==> config.mk <==
export PLATFORM = sky130hd
export DESIGN_NAME = dual_wiper_serial
export DESIGN_NICKNAME = d
export VERILOG_FILES = /design/src/rtl/dws_pkg.sv /design/src/rtl/dws_sync.sv /design/src/rtl/dws_shifter.sv /design/src/rtl/dual_wiper_serial.sv
export SDC_FILE = /design/constraint.sdc
export NUM_CORES = 1
export LEC_CHECK = 0
export ABC_AREA = 1
export BUFFER_PORTS_ARGS = -buffer_cell sky130_fd_sc_hd__buf_2
export CAP_MARGIN = 15
export CORE_MARGIN = 2
export CORE_UTILIZATION = 60
export CTS_CLUSTER_DIAMETER = 40
export DETAILED_ROUTE_END_ITERATION = 10
export GPL_ROUTABILITY_DRIVEN = 0
export GPL_TIMING_DRIVEN = 0
export PLACE_DENSITY = 0.79
export SETUP_SLACK_MARGIN = 0.05
export SYNTH_ARGS = -nofsm -noshare
export SYNTH_HDL_FRONTEND = slang
export SYNTH_SLANG_ARGS = --single-unit
==> constraint.sdc <==
create_clock -name clk_i -period 1.63 [get_ports clk_i]
set_input_delay 0.0815 -clock clk_i [delete_from_list [all_inputs] [get_ports clk_i]]
set_output_delay 0.0815 -clock clk_i [all_outputs]
set_load 0.005 [all_outputs]
==> src/rtl/dws_pkg.sv <==
package dws_pkg;
  parameter int unsigned WIPER_W = 8;
  localparam int unsigned FRAME_W = 2 * WIPER_W + 1;
  localparam logic [WIPER_W-1:0] WIPER_RST = {1'b1, {(WIPER_W-1){1'b0}}};

  typedef struct packed {
    logic [WIPER_W-1:0] pot0;
    logic [WIPER_W-1:0] pot1;
    logic               stack;
  } setting_t;

  function automatic setting_t frame_decode(input logic [FRAME_W-1:0] f);
    setting_t s;
    s.stack = f[0];
    for (int i = 0; i < WIPER_W; i++) begin
      s.pot1[WIPER_W-1-i] = f[1+i];
      s.pot0[WIPER_W-1-i] = f[1+WIPER_W+i];
    end
    return s;
  endfunction

  function automatic logic [FRAME_W-1:0] frame_encode(input setting_t s);
    logic [FRAME_W-1:0] f;
    f[0] = s.stack;
    for (int i = 0; i < WIPER_W; i++) begin
      f[1+i]         = s.pot1[WIPER_W-1-i];
      f[1+WIPER_W+i] = s.pot0[WIPER_W-1-i];
    end
    return f;
  endfunction
endpackage

==> src/rtl/dws_sync.sv <==
module dws_sync #(
  parameter int unsigned WIDTH  = 3,
  parameter int unsigned STAGES = 2
) (
  input  logic             clk_i,
  input  logic             rst_ni,
  input  logic [WIDTH-1:0] d_i,
  output logic [WIDTH-1:0] q_o
);
  logic [WIDTH-1:0] chain_q [STAGES];

  for (genvar s = 0; s < STAGES; s++) begin : g_stage
    always_ff @(posedge clk_i or negedge rst_ni) begin
      if (!rst_ni)    chain_q[s] <= '0;
      else if (s == 0) chain_q[s] <= d_i;
      else            chain_q[s] <= chain_q[(s == 0) ? 0 : s-1];
    end
  end

  assign q_o = chain_q[STAGES-1];
endmodule

==> src/rtl/dws_shifter.sv <==
module dws_shifter
  import dws_pkg::*;
(
  input  logic               clk_i,
  input  logic               rst_ni,
  input  logic               en_i,
  input  logic               sclk_i,
  input  logic               sdi_i,
  input  logic [FRAME_W-1:0] load_frame_i,
  output logic [FRAME_W-1:0] frame_o,
  output logic               commit_o,
  output logic               shift_o,
  output logic               cascade_o
);
  logic en_q, sclk_q;
  logic en_rise, en_fall, sclk_rise, sclk_fall;
  logic [FRAME_W-1:0] sr_q;
  logic cas_q;

  always_ff @(posedge clk_i or negedge rst_ni) begin
    if (!rst_ni) begin
      en_q   <= 1'b0;
      sclk_q <= 1'b0;
    end else begin
      en_q   <= en_i;
      sclk_q <= sclk_i;
    end
  end

  assign en_rise   = en_i & ~en_q;
  assign en_fall   = ~en_i & en_q;
  // serial clock edges only count inside an open transfer
  assign sclk_rise = en_i & en_q & sclk_i & ~sclk_q;
  assign sclk_fall = en_i & en_q & ~sclk_i & sclk_q;

  always_ff @(posedge clk_i or negedge rst_ni) begin
    if (!rst_ni)        sr_q <= '0;
    else if (en_rise)   sr_q <= load_frame_i;
    else if (sclk_rise) sr_q <= {sdi_i, sr_q[FRAME_W-1:1]};
  end

  always_ff @(posedge clk_i or negedge rst_ni) begin
    if (!rst_ni)        cas_q <= 1'b0;
    else if (en_rise)   cas_q <= load_frame_i[0];
    else if (en_fall)   cas_q <= 1'b0;
    else if (sclk_fall) cas_q <= sr_q[0];
  end

  assign frame_o   = sr_q;
  assign commit_o  = en_fall;
  assign shift_o   = sclk_rise;
  assign cascade_o = cas_q;
endmodule

==> src/rtl/dual_wiper_serial.sv <==
module dual_wiper_serial
  import dws_pkg::*;
#(
  parameter int unsigned SYNC_STAGES = 2
) (
  input  logic               clk_i,
  input  logic               rst_ni,
  input  logic               ser_en_i,
  input  logic               ser_clk_i,
  input  logic               ser_dat_i,
  output logic [WIPER_W-1:0] wiper0_o,
  output logic [WIPER_W-1:0] wiper1_o,
  output logic               stack_o,
  output logic               cascade_o
);
  logic [2:0]         ser_s;
  logic               en_s;
  logic [FRAME_W-1:0] frame;
  logic               commit;
  logic               shift_ev;
  setting_t           set_q;

  dws_sync #(.WIDTH(3), .STAGES(SYNC_STAGES)) u_sync (
    .clk_i (clk_i),
    .rst_ni(rst_ni),
    .d_i   ({ser_en_i, ser_clk_i, ser_dat_i}),
    .q_o   (ser_s)
  );

  assign en_s = ser_s[2];

  dws_shifter u_shift (
    .clk_i       (clk_i),
    .rst_ni      (rst_ni),
    .en_i        (en_s),
    .sclk_i      (ser_s[1]),
    .sdi_i       (ser_s[0]),
    .load_frame_i(frame_encode(set_q)),
    .frame_o     (frame),
    .commit_o    (commit),
    .shift_o     (shift_ev),
    .cascade_o   (cascade_o)
  );

  always_ff @(posedge clk_i or negedge rst_ni) begin
    if (!rst_ni) begin
      set_q.pot0  <= WIPER_RST;
      set_q.pot1  <= WIPER_RST;
      set_q.stack <= 1'b0;
    end else if (commit) begin
      set_q <= frame_decode(frame);
    end
  end

  assign wiper0_o = set_q.pot0;
  assign wiper1_o = set_q.pot1;
  assign stack_o  = set_q.stack;
endmodule

**Word-level counts from Yosys, hierarchy flattened**

Index checks and enable logic that the tools add are counted.

- Flip-flop bits (word level): 43
- Latch bits: 0
- RAM bits: 0
- Bits in read-only memories: 0
- Input port bits: 5
- Output and inout bits: 18
- Word-level logic and storage cells: 27
- Memories kept: 0

- Add/subtract/negate cells: 0
- Multiply operators: 0
- Divide/modulo/power cells: 0
- Order comparisons: 0
- Eq/ne operators: 0
- Shift operators: 0
- Muxes and demuxes: 5
- Bitwise operators: 11
- Reductions and logical operators: 2

Operator list:

| cell | number |
|---|---|
| 17-bit two-way mux | 2 |
| 1-bit bitwise AND | 7 |
| 1-bit NOT | 4 |
| 1-bit two-way mux | 3 |
| 3-bit nonzero test | 1 |
| 2-bit nonzero test | 1 |

**Depth between registers and ports, before layout**

Gate-level depths: netlist (run 1).

- Word-level depth: 6
- Gate-level depth with buffers: 8
- Mapped depth without buffers: 7

**Hierarchy**

From an unflattened synthesis (run 1), not the netlist that was laid out.

- Cell total of the unflattened synthesis: 229
- Area, all modules: 1975.6 µm²

Modules (own cells, without submodules):

| module | times used | cells each | area each (µm²) | sequential area each (µm²) |
|---|---|---|---|---|
| dws_shifter | 1 | 148 | 1119.8 | 500.5 |
| dual_wiper_serial | 1 | 72 | 683.2 | 427.9 |
| dws_sync | 1 | 9 | 172.7 | 150.1 |

**Worst setup path before layout (run 1)**

No wires, ideal clock.

- Path type: reg-to-reg
- Start point: register u_sync.chain_q, in the netlist u_sync.q_o[2]
- End point: register u_shift.sr_q[5] (netlist: u_shift.frame_o[5])
- Library setup time: 0.065 ns
- Data arrival time: 1.040 ns
- Required time: 1.565 ns
- Slack: 0.525 ns
- Stages on the path, launching flop included: 7
- Buffers on the path: 1
- Clock period less this slack: 1.105 ns
- Cell sequence: dfrtp_1 nand2_2 clkbuf_1 nand2_1 nand2_1 nand2_1 nand2_1

- Cells in the longest elaborated chain, start to end: 4
- Elaborated cells between the ends (all ways): 6
- Classes of those cells: mux: 1; bitwise: 4; reduce/logical: 1

RTL lines:

| item | RTL line | text |
|---|---|---|
| start, declared | dws_sync.sv:10 | `logic [WIDTH-1:0] chain_q [STAGES];` |
| start signal, assigned by index | dws_sync.sv:15 | `else if (s == 0) chain_q[s] <= d_i;` |
| start signal, assigned by index | dws_sync.sv:16 | `else chain_q[s] <= chain_q[(s == 0) ? 0 : s-1];` |
| 1-bit bitwise AND (3 in series) | dws_shifter.sv:33 | `assign sclk_rise = en_i & en_q & sclk_i & ~sclk_q;` |
| 2-bit nonzero test (no line) | -- |  |
| end signal, assigned | dws_shifter.sv:38 | `else if (en_rise) sr_q <= load_frame_i;` |
| end signal, assigned | dws_shifter.sv:39 | `else if (sclk_rise) sr_q <= {sdi_i, sr_q[FRAME_W-1:1]};` |
| end, declared | dws_shifter.sv:17 | `logic [FRAME_W-1:0] sr_q;` |

Several ways; a longest one is shown, not always the timed one.
A chain may end at the register's enable or synchronous reset.

**Final worst setup path (run 1)**

- Start point: register u_sync.chain_q, in the netlist u_sync.q_o[2]
- End point: register u_shift.sr_q[12] (netlist: u_shift.frame_o[12])

The elaborated chain is that of the path after synthesis.

==> metrics.cfg, run 1 <==
[drt]
drcViolationCount = 0
drtAntennaViolNets = 0
drt_iter0_markers = 79
first_pass_iters = 4
routedWlPerCell_um = 12.8
vias = 1516
viasPerCell = 5.25
routed_wirelength_um = 3690

[timing]
rsz0062_at_grt = false
fin_crit_sh_pct = 82.1
max_freq_ghz = 0.747
final.setup.tns_ns = 0
max_slew_margin_pct = 38.7
finalHoldViolations = 0
skew_ns = 0.0196
finalCriticalPeriod_ns = 1.34
slew_violations = 0
fin_ws_ns = 0.292
setup_viol = 0
tightest_slew_ns = 0.919

[finish]
utilization_pct = 70.6
syn2layout_area_growth_pct = 14.0
final_cells = 289
finalInstanceArea_sq_um = 2120
num-fill-cells = 251
drive_above_1_share_pct = 17.6
multiInputGateArea_sq_um = 683
diodes = 0
fin_nets = 260
seqCellArea_sq_um = 1080

[synth]
yosys_warnings = 0
synth_seq_cells = 43
synth-async-reset-ratio_pct = 100
yosys-top-cells-area = dfrtp_1 (55%), nand2_1 (24%), nand3_1 (9.4%), dfstp_2 (2.8%), buf_6 (1.8%)
syn_nets = 227
synth-edff-count = 0
synth_largest_area_cell = dfrtp_1
syn_avg_cell_area_sq_um = 8.38
synth.distinct_cells = 17
synth.cell_area_sq_um = 1860
synth_common_cells = nand2_1 (119), dfrtp_1 (41), nand3_1 (35)
synthCells = 222
synth_ff_type = dfrtp_1
synth_top_area_share_pct = 55.1
synth-seq-area-share_pct = 58.0
yosysMostFrequentCell = nand2_1

[die]
dieHeight_um = 59.7
ioPinCount = 23
row_count = 20
start_util_pct = 62.0
coreArea_sq_um = 3000
die_x_um = 59.7
die_area_sq_um = 3560

[critical_path]
critPathArrivalTime_ns = 1.63
end_kind = flop
worstSetupPathType = flop to flop
startpoint_type = flop
critPathMaxFanout = 10
required_ns = 1.93

[global_route]
grt_max_degree = 44
met1_usage_pct = 34.1
grt_pass1_vias = 1429
track_usage_pct = 24.4
antenna_found_initial = 0
grt_first_pass_wirelength_um = 6400
met2_usage_pct = 37.1
busiest_layer = met2
grt-ovfl-total = 0
grtUsageMet3_pct = 4.76

[placed_design]
dp_slack_ns = 0.309
hpwlAfterDp_um = 2470
place.port_buffers = 22
placedCellCount = 277
dpl_cell_area_sq_um = 2010

[cts]
h-tree-depth = 2
cts_tree = built
clk_pin_slew_ns = 0.11
numCtsBuffers = 5
cts.sinks = 43
postCtsSetupRepairBufs = 0
cts_root_buffer = clkbuf_4
clock_latency_ns = 0.36
clock_path_buffers = 2

[flow_run]
maxCapViolCount = 0

[pwr]
ir_worst_vdd_uv = 674
p_per_area_nw_per_um2 = 1150
cellLeakagePower_nw = 1.24

[worst_hold_path]
min_path_type = flop to flop

[run_status]
outcome = finished clean

[area by class of cell]
cell class	count	share of cell area (%)
plain buffers	12	3.78
clock buffers	8	3.24
inverters	5	0.885
multi-input cells	162	32.2
flip-flops and latches	43	50.9
well taps	33	1.95
repair buffers	26	7.08
[state kept, by name (all words and copies together) (netlist names), 3 cells and up]
name             count
u_shift.frame_o     17
wiper0_o             8
wiper1_o             8
u_sync.chain_q       3
u_sync.q_o           3
[cell usage in the layout (no fill, tap or decap), types with 2 or more instances in the layout]
cell	instances
nand3_1	35
nand2_1	119
dfrtp_1	41
buf_6	3
clkbuf_4	5
clkbuf_1	4
nand2_2	2
buf_2	26
buf_4	2
inv_2	2
dfstp_2	2
clkbuf_8	2
inv_1	3
dlygate4sd3_1	4
[what timing repair did]
| item | CTS | global route |
|---|---|---|
| setup endpoints to repair | 0 | 0 |
| gates resized for setup | 0 | 0 |
| hold endpoints to repair | 44 | 0 |
| hold buffers | 4 | 0 |
[routing by layer]
layer  share of wire, %  routed length [um]
met5                  0                   0
met1                 46                1700
met4               0.84                  31
met2                 47                1720
met3                6.4                 237
[kinds of logic after synthesis]
family,count (synthesis),share of synthesized area (%)
AO/OA/AOI/OAI,2,0.537
buffers and inverters,17,5.31
flip-flops,43,58.0
AND/OR/NAND/NOR,160,36.2
[worst max-delay path, stage by stage (launching register included)]
cell and delay (ns):
dfrtp_1 0.46, nand2_2 0.15, clkbuf_1 0.40, nand2_1 0.10
nand2_1 0.09, nand2_1 0.04, nand2_1 0.05
[through the flow]
step	total power, W	hold slack [ns]
2_1_floorplan	0.00169	-0.214
3_3_place_gp	0.00187	0.189
3_5_place_dp	0.00188	0.191
4_1_cts	0.00247	0.355
5_1_grt	0.00262	0.359
6_report	0.00245	0.362
[final timing paths]
kind	startpoint	end	slack, ns	depth (start not counted)
worst min-delay path	u_sync.chain_q[3]	u_sync.q_o[0]	0.36	0
worst min register to register	u_sync.chain_q[3]	u_sync.q_o[0]	0.36	0
min in group asynchronous	rst_ni	u_shift.frame_o[3]	0.38	2
worst max-delay path	u_sync.q_o[2]	u_shift.frame_o[12]	0.29	6
worst max register to register	u_sync.q_o[2]	u_shift.frame_o[12]	0.29	6
max in group asynchronous	rst_ni	u_sync.chain_q[3]	0.66	2
[power breakdown]
group | total [W] | switching (W) | internal [W]
clock network | 0.000584 | 0.000330 | 0.000254
registers | 0.00140 | 0.000143 | 0.00126
logic | 0.000462 | 0.000254 | 0.000208
Power figures use the tool's default switching activity.
==> inputs of run 2 (changes only) <==
--- a/config.mk
+++ b/config.mk
@@ -9,12 +9,12 @@
 export BUFFER_PORTS_ARGS = -buffer_cell sky130_fd_sc_hd__buf_2
 export CAP_MARGIN = 15
 export CORE_MARGIN = 2
-export CORE_UTILIZATION = 60
+export CORE_UTILIZATION = 51
 export CTS_CLUSTER_DIAMETER = 40
 export DETAILED_ROUTE_END_ITERATION = 10
 export GPL_ROUTABILITY_DRIVEN = 0
 export GPL_TIMING_DRIVEN = 0
-export PLACE_DENSITY = 0.79
+export PLACE_DENSITY = 0.71
 export SETUP_SLACK_MARGIN = 0.05
 export SYNTH_ARGS = -nofsm -noshare
 export SYNTH_HDL_FRONTEND = slang
==> constraint.sdc (replaced) <==
create_clock -name clk_i -period 1.1 [get_ports clk_i]
set_input_delay 0.055 -clock clk_i [delete_from_list [all_inputs] [get_ports clk_i]]
set_output_delay 0.055 -clock clk_i [all_outputs]
set_load 0.005 [all_outputs]
==> metrics.cfg, run 2 (same netlist as run 1, synthesis figures left out) <==
[drt]
drcViolationCount = 0
routed_wirelength_um = 3950
drtAntennaViolNets = 0
drt_iter0_markers = 81
routedWlPerCell_um = 12.7
vias = 1547
viasPerCell = 4.99
first_pass_iters = 4

[critical_path]
reg2regPathDepth = 6
rr_startpoint = u_sync.q_o[2]
required_ns = 1.37
worstSetupPathType = flop to flop
regToRegEndpoint = u_shift.cascade_o
critPathMaxFanout = 10
rrSetupSlack_ns = -0.07
startpoint_type = flop
end_kind = flop
critPathArrivalTime_ns = 1.43

[worst_hold_path]
min_path_type = input port to async pin

[flow_run]
maxCapViolCount = 0

[die]
start_util_pct = 54.5
die_area_sq_um = 4150
ioPinCount = 23
coreArea_sq_um = 3420
dieHeight_um = 64.4
die_x_um = 64.4
row_count = 21

[timing]
fin_ws_ns = -0.0672
rsz0062_at_grt = true
tightest_slew_ns = 0.908
setup_viol = 33
finalCriticalPeriod_ns = 1.17
max_freq_ghz = 0.857
slew_violations = 0
hold_ws_ns = -0.188
final.setup.tns_ns = -0.786
fin_crit_sh_pct = 106
finalHoldViolations = 41
skew_ns = 0.0122
max_slew_margin_pct = 39.5

[placed_design]
hpwlAfterDp_um = 2440
placedCellCount = 290
place.port_buffers = 22
dpl_cell_area_sq_um = 2040

[global_route]
busiest_layer = met1
antenna_found_initial = 0
met1_usage_pct = 32.5
grt-ovfl-total = 0
grtUsageMet3_pct = 4.75
grt_first_pass_wirelength_um = 7050
grt_pass1_vias = 1513
track_usage_pct = 22.5
grt_max_degree = 44
met2_usage_pct = 31.8

[cts]
h-tree-depth = 2
cts_hold_buf = 3
clock_path_buffers = 2
cts.sinks = 43
numCtsBuffers = 5
clk_pin_slew_ns = 0.12
cts_root_buffer = clkbuf_4
cts_tree = built
clock_latency_ns = 0.37

[finish]
multiInputGateArea_sq_um = 724
final_common_cell = nand2_1
seqCellArea_sq_um = 1080
largest_reg_flops = 17
num-fill-cells = 300
drive_above_1_share_pct = 26.1
fin_nets = 268
utilization_pct = 67.2
final_cells = 310
diodes = 0
syn2layout_area_growth_pct = 23.3
layout.cells.most_common_list = nand2_1 (112), dfrtp_1 (40), nand3_1 (33)
finalInstanceArea_sq_um = 2290

[pwr]
ir_worst_vdd_uv = 912
p_total_w = 0.00373
p_per_area_nw_per_um2 = 1630
cellLeakagePower_nw = 1.32

[run_status]
outcome = complete, but fails checks
violations = hold timing, setup timing

run 2: stage by stage:
stage	setup slack, ns	hold WS (ns)
final	-0.0672	-0.188
after global routing	-0.135	-0.125
after CTS	-0.0532	-0.167
after detailed placement	-0.256	0.164
after global placement	-0.214	0.163
after floorplan	0.0189	-0.241
run 2: cell type report:
class	count	area share, %
Sequential cell	43	47.1
Multi-Input combinational cell	162	31.6
Timing Repair Buffer	34	9.38
Buffer	12	5.45
Clock buffer	8	3.00
Tap cell	46	2.51
Inverter	5	1.04
run 2: how the worst max path moves through the flow:
| stage | cells after the start | slack [ns] | from | endpoint |
|---|---|---|---|---|
| after floorplan | 6 | 0.02 | u_sync.q_o[2] | u_shift.frame_o[8] |
| after global placement | 4 | -0.21 | u_sync.q_o[2] | wiper1_o[7] |
| after detailed placement | 4 | -0.26 | u_sync.q_o[2] | wiper1_o[7] |
| after CTS | 6 | -0.05 | u_shift.en_q | u_shift.frame_o[14] |
| after global routing | 6 | -0.13 | u_shift.en_q | u_shift.frame_o[15] |
| final | 6 | -0.07 | u_sync.q_o[2] | u_shift.cascade_o |
run 2: power breakdown:
part	switching [W]	leakage (nW)	internal, W
sequential	0.000219	0.558	0.00187
combinational	0.000410	0.723	0.000368
clock	0.000492	0.0386	0.000376
run 2: what timing repair did:
item                                    4_1_cts  5_1_grt
pin swaps                                     2        5
cloned                                        1        0
gates resized for setup                      17       15
endpoints found under the setup margin       37       37
endpoints found under the hold margin        44       41
setup buffers                                 7        1
run 2: critical path, cell delays in order, from the launching register on:
cell     delay, ns
dfrtp_2       0.48
nand2_4       0.14
buf_8         0.15
buf_8         0.14
nand3_2       0.06
nand2_1       0.05
nand2_1       0.04
run 2: routing by layer:
metal | routed length (um) | part of all wire (%)
met1 | 1970 | 50
met2 | 1710 | 43
met3 | 158 | 4.0
met5 | 0 | 0
met4 | 102 | 2.6
